--- src/rtl/ldst_line_splitter.sv ---
module ldst_line_splitter #(
  parameter int ADDR_W = 48,
  parameter int DATA_W = 64,
  parameter int LINE_B = 16
) (
  input  logic                           clk,
  input  logic                           rst_n,
  input  logic                           in_ld_i,
  input  logic                           in_st_i,
  input  logic [ADDR_W-1:0]              in_addr_i,
  input  logic                           in_addr_ok_i,
  input  logic [$clog2(LINE_B):0]        in_len_i,
  input  logic [DATA_W-1:0]              in_st_data_i,
  input  logic                           in_st_ok_i,
  output logic                           in_busy_o,
  output logic                           in_addr_ack_o,
  output logic                           in_addr_exc_o,
  output logic [DATA_W-1:0]              in_ld_data_o,
  output logic                           in_ld_ok_o,
  output logic [1:0]                     out_req_o,
  output logic [1:0]                     out_is_st_o,
  output logic [1:0][ADDR_W-1:0]         out_addr_o,
  output logic [1:0][LINE_B-1:0]         out_be_o,
  input  logic [1:0]                     out_addr_ok_i,
  input  logic [1:0]                     out_addr_exc_i,
  input  logic [1:0]                     out_ld_ok_i,
  input  logic [1:0][LINE_B*8-1:0]       out_ld_data_i,
  output logic [1:0]                     out_st_ok_o,
  output logic [1:0][LINE_B*8-1:0]       out_st_data_o
);
  localparam int OFF_W  = $clog2(LINE_B);
  localparam int LW     = LINE_B * 8;
  localparam int SPAN_B = 2 * LINE_B;
  localparam int DB     = DATA_W / 8;

  logic busy_q, st_q, ack_sent_q;
  logic [1:0] acked_q, got_q;
  logic [1:0][LW-1:0] hold_q;

  wire [OFF_W-1:0]  off = in_addr_i[OFF_W-1:0];
  wire              par = in_addr_i[OFF_W];
  wire [ADDR_W-1:0] line_base = {in_addr_i[ADDR_W-1:OFF_W], {OFF_W{1'b0}}};
  wire [ADDR_W-1:0] next_base = line_base + ADDR_W'(LINE_B);

  logic [SPAN_B-1:0] run_w, span_be;
  assign run_w   = ({{(SPAN_B-1){1'b0}}, 1'b1} << in_len_i) - 1'b1;
  assign span_be = {{LINE_B{1'b0}}, run_w[LINE_B-1:0]} << off;

  logic [2*LW-1:0] st_span, ld_span;
  assign st_span = {{(2*LW-DATA_W){1'b0}}, in_st_data_i} << {off, 3'b000};

  logic [1:0] have_be, ack_now, ld_now;
  logic [1:0][LW-1:0] line_val;

  genvar p;
  generate
    for (p = 0; p < 2; p++) begin : g_port
      wire first = (par == 1'(p));
      assign out_be_o[p]      = first ? span_be[LINE_B-1:0] : span_be[SPAN_B-1:LINE_B];
      assign out_addr_o[p]    = first ? line_base : next_base;
      assign out_st_data_o[p] = first ? st_span[LW-1:0] : st_span[2*LW-1:LW];
      assign have_be[p]       = |out_be_o[p];
      assign out_req_o[p]     = busy_q & in_addr_ok_i & have_be[p];
      assign out_is_st_o[p]   = out_req_o[p] & st_q;
      assign out_st_ok_o[p]   = out_is_st_o[p] & in_st_ok_i;
      assign ack_now[p]       = out_req_o[p] & out_addr_ok_i[p];
      assign ld_now[p]        = out_req_o[p] & ~st_q & out_ld_ok_i[p];
      assign line_val[p]      = out_ld_ok_i[p] ? out_ld_data_i[p] : hold_q[p];

      p_port_parity_r4: assert property (@(posedge clk) disable iff (!rst_n)
        out_req_o[p] |-> (out_addr_o[p][OFF_W] == 1'(p)));
      p_st_fwd_r8: assert property (@(posedge clk) disable iff (!rst_n)
        out_st_ok_o[p] |-> (in_st_ok_i && in_busy_o));
    end
  endgenerate

  assign ld_span = (par ? {line_val[0], line_val[1]} : {line_val[1], line_val[0]}) >> {off, 3'b000};

  genvar b;
  generate
    for (b = 0; b < DB; b++) begin : g_keep
      assign in_ld_data_o[8*b +: 8] = run_w[b] ? ld_span[8*b +: 8] : 8'h00;
    end
  endgenerate

  wire exc_hit  = busy_q & |(out_addr_exc_i & out_req_o);
  wire all_ack  = (((acked_q | ack_now) & have_be) == have_be);
  wire all_ld   = (((got_q | ld_now) & have_be) == have_be);
  wire st_done  = busy_q & st_q & in_st_ok_i;

  assign in_busy_o     = busy_q;
  assign in_addr_exc_o = exc_hit;
  assign in_addr_ack_o = busy_q & in_addr_ok_i & ~ack_sent_q & all_ack & ~exc_hit;
  assign in_ld_ok_o    = busy_q & ~st_q & ack_sent_q & all_ld & (|ld_now);

  always_ff @(posedge clk) begin
    if (!rst_n) begin
      busy_q     <= 1'b0;
      st_q       <= 1'b0;
      ack_sent_q <= 1'b0;
      acked_q    <= '0;
      got_q      <= '0;
      hold_q     <= '0;
    end else if (!busy_q) begin
      if (in_ld_i | in_st_i) begin
        busy_q <= 1'b1;
        st_q   <= in_st_i;
      end
      ack_sent_q <= 1'b0;
      acked_q    <= '0;
      got_q      <= '0;
    end else begin
      if (exc_hit | in_ld_ok_o | st_done) busy_q <= 1'b0;
      if (in_addr_ack_o) ack_sent_q <= 1'b1;
      acked_q <= acked_q | ack_now;
      got_q   <= got_q | ld_now;
      for (int i = 0; i < 2; i++)
        if (ld_now[i]) hold_q[i] <= out_ld_data_i[i];
    end
  end

  p_ack_single_r5: assert property (@(posedge clk) disable iff (!rst_n)
    in_addr_ack_o |=> !in_addr_ack_o);
  p_exc_ends_r6: assert property (@(posedge clk) disable iff (!rst_n)
    in_addr_exc_o |=> !in_busy_o);
  p_ld_ends_r9: assert property (@(posedge clk) disable iff (!rst_n)
    in_ld_ok_o |=> !in_busy_o);
  p_st_ends_r8: assert property (@(posedge clk) disable iff (!rst_n)
    (|out_st_ok_o) |=> !in_busy_o);
  p_no_ack_exc_r6: assert property (@(posedge clk) disable iff (!rst_n)
    in_addr_exc_o |-> !in_addr_ack_o);
  p_start_r2: assert property (@(posedge clk) disable iff (!rst_n)
    (!in_busy_o && (in_ld_i || in_st_i)) |=> in_busy_o);
endmodule

--- config.mk ---
export PLATFORM = sky130hd
export DESIGN_NAME = ldst_line_splitter
export DESIGN_NICKNAME = d
export VERILOG_FILES = /design/src/rtl/ldst_line_splitter.sv
export SDC_FILE = /design/constraint.sdc
export NUM_CORES = 2
export LEC_CHECK = 0
export BUFFER_PORTS_ARGS = -buffer_cell sky130_fd_sc_hd__buf_4
export CELL_PAD_IN_SITES_DETAIL_PLACEMENT = 1
export CELL_PAD_IN_SITES_GLOBAL_PLACEMENT = 1
export CORE_AREA = 10 10 318 320
export CTS_CLUSTER_SIZE = 40
export DETAILED_ROUTE_END_ITERATION = 10
export DIE_AREA = 0 0 328 330
export PLACE_DENSITY_LB_ADDON = 0.1
export SLEW_MARGIN = 20
export SYNTH_ARGS = -nofsm -noshare
export SYNTH_HDL_FRONTEND = slang
export SYNTH_SLANG_ARGS = --single-unit
export TNS_END_PERCENT = 20
--- constraint.sdc ---
create_clock -name clk -period 9.9 [get_ports clk]
set_input_delay 1.485 -clock clk [delete_from_list [all_inputs] [get_ports clk]]
set_output_delay 1.485 -clock clk [all_outputs]
set_load 0.05 [all_outputs]
==> flow_summary.json <==
{
  "drive_gt1_frac": 0.258,
  "drc": 0,
  "ir_drop_uv": 126,
  "reg2regPathDepth": 8,
  "cts_root_buffer": "clkbuf_16",
  "antenna_left": 0,
  "grt_max_degree": 177,
  "synth_edf_count": 0,
  "crit_family": "simple AND/OR/NAND/NOR gates",
  "clk_path_buf_depth": 3,
  "cts_tree": "yes",
  "place_ws_ns": 1.10,
  "p_per_area_nw_per_um2": 130,
  "vias_per_cell": 5.62,
  "routedWlPerCell_um": 32.0,
  "fin_ws_ns": 0.942,
  "ys_seq_area_frac": 0.184,
  "dp_hpwl_um": 150000,
  "ios": 843,
  "max_freq_mhz": 112,
  "nets": 4917,
  "core_um2": 94600,
  "rsz0062_at_grt": "false",
  "path_max_fanout": 24,
  "arrival_ns": 7.47,
  "grt_pass1_wl_um": 256000,
  "min_period_over_period": 0.905,
  "startpoint_type": "primary input",
  "start_util": 0.302,
  "die_h_um": 330,
  "synthTopCellsByCount": "mux2i_1, nor2_1, nand2_1, o21ai_0, a21oi_1",
  "cp_cell_sequence": "buf_4, or3_1, nor2_1, inv_1, ha_1, nand2b_1, a31oi_1, nor2_1, o221a_2, nor4b_1, nand4_1, a2111oi_2, nand4_1, a22oi_1, o21ai_1, nor2_1, buf_4",
  "dieArea_um2": 108000,
  "io_buffers": 832,
  "grt_pass1_vias": 32200,
  "holdPathStages": 2,
  "track_usage": 0.323,
  "leakagePower_nw": 15.0,
  "area_growth_pct": 27.8,
  "cpMostUsedCell": "nor2_1",
  "synth_area_um2": 28600,
  "finalNonFillerCells": 5825,
  "hold_ws_ns": 0.461,
  "yosys_warnings": 0,
  "fin_skew_ns": 0.0236,
  "relSlewSlack": 0.218,
  "critPathRequiredTime_ns": 8.42,
  "drtIter0Drc": 2620,
  "max_slew.worst_pin.slew_ns": 1.16,
  "worst_path_max_delay_cell": "nand4_1",
  "ys_seq_elements": 263,
  "cts_resized": 0,
  "gr-total-overflow": 0,
  "clkTransAtPathRegs_ns": 0.06,
  "postSynth.asyncResetShare": 0,
  "crit_type": "primary input to primary output",
  "design_area_um2": 36600,
  "worstSetupPathDepth": 17,
  "place_area_um2": 35300,
  "slowest_delay_ns": 0.57,
  "synthCells": 3989,
  "post-route-min-period_ns": 8.96,
  "cts-hold-fix-buffers": 0,
  "finalWeightedCongestion": 0.992,
  "die_w_um": 328,
  "totalWireLength_um": 186000,
  "syn_area_per_cell_um2": 7.17,
  "hp-class": "register to register",
  "cp-end-kind": "primary output",
  "antenna_found_initial": 10,
  "slew_viol_final": 0,
  "synth_cell_types": 87,
  "dp.cells": 5755,
  "post-synth-top-count-cell": "mux2i_1",
  "yosys.area.top_type_share": 0.202,
  "numClockSinks": 263,
  "firstDrtPassIters": 5,
  "outcome": "complete, no violations",
  "maxCapViolations": 0,
  "final-setup-viol-count": 0,
  "via_count": 32700,
  "crit_buf_inv": 3,
  "yosys.area.top_type": "mux2i_1",
  "fp-row-count": 113,
  "post-cts-setup-buffers": 0,
  "clk_latency_ns": 0.58,
  "cts_made_buffers": 37,
  "fin_setup_tns_ns": 0,
  "ys.flop_type": "dfxtp_1",
  "yosys-top-cells-area": "mux2i_1, dfxtp_1, nor2_1, nor2b_1, mux2_2",
  "hold_viol": 0,
  "htreeDepth": 2
}
[worst paths after layout]
path | start | to | slack [ns]
max reg2reg | in_busy_o | hold_q[51] | 6.45
min reg2reg | got_q[1] | got_q[1] | 0.46
min | got_q[1] | got_q[1] | 0.46
max | in_len_i[3] | in_addr_ack_o | 0.94
[flip-flops by register name, indices dropped and copies added, names as in the netlist]
register and count:
hold_q 256, acked_q 2, got_q 2, ack_sent_q 1
in_busy_o 1, st_q 1
[metrics by stage]
stage | power (mW) | utilization
after global routing | 4.93 | 0.386
final | 4.75 | 0.386
after CTS | 4.75 | 0.386
after global placement | 3.41 | 0.374
after detailed placement | 3.42 | 0.374
after floorplan | 2.49 | -
[logic make-up after synthesis]
group | Yosys count | share of synthesized area
xor gates and xnor gates | 64 | 0.0196
buffers and inverters | 417 | 0.0647
DFF | 263 | 0.184
and+or+nand+nor | 1508 | 0.245
other | 2 | 0.000263
muxes | 742 | 0.272
adders and majority gates | 3 | 0.00131
AOI/OAI and AO/OA | 990 | 0.212
[cell usage in the layout, fill, tap and decap left out, drive strengths merged, types with 31 or more instances in the layout]
cell / n
a21oi: 286
o21ai: 302
a211oi: 128
o21a: 33
xnor2: 42
buf: 890
nand2: 420
o31ai: 38
o211ai: 31
o22ai: 47
and2: 69
dfxtp: 263
mux2i: 576
nor2b: 282
clkbuf: 51
mux2: 152
nand3: 94
nor2: 489
nor3: 65
[where the power goes]
part           switching [mW]  leakage, nW  internal, mW
Combinational            1.62         12.3         0.684
Clock                   0.564        0.588         0.763
Sequential             0.0197         2.13          1.10
Total                    2.20         15.0          2.55
[cell type report]
cell class,instances,area (um^2)
multi-input combinational,3317,21600
sequential,263,5270
clock buffer,48,1020
inverter,17,83.8
clock inverter,15,169
timing repair buffer,893,6850
tap,1265,1580
antenna,7,17.5
fill,11800,58000
[worst reg2reg max path: stages, from the launching register on]
cell and delay, ns:
dfxtp_1 0.42, nand2_1 0.27, nor2_1 0.30, nand2_1 0.19
a31oi_4 0.30, buf_4 0.57, buf_4 0.81, mux2i_1 0.40
nor2b_1 0.07
[layer usage]
metal | up-vias | track usage | wire (um)
li1 | 15200 | - | -
met1 | 16400 | 0.411 | 79300
met2 | 1050 | 0.542 | 88200
met3 | 166 | 0.0774 | 13900
met4 | 4 | 0.0819 | 4880
met5 | - | 0 | 21
(Power assumes the default switching activity.)
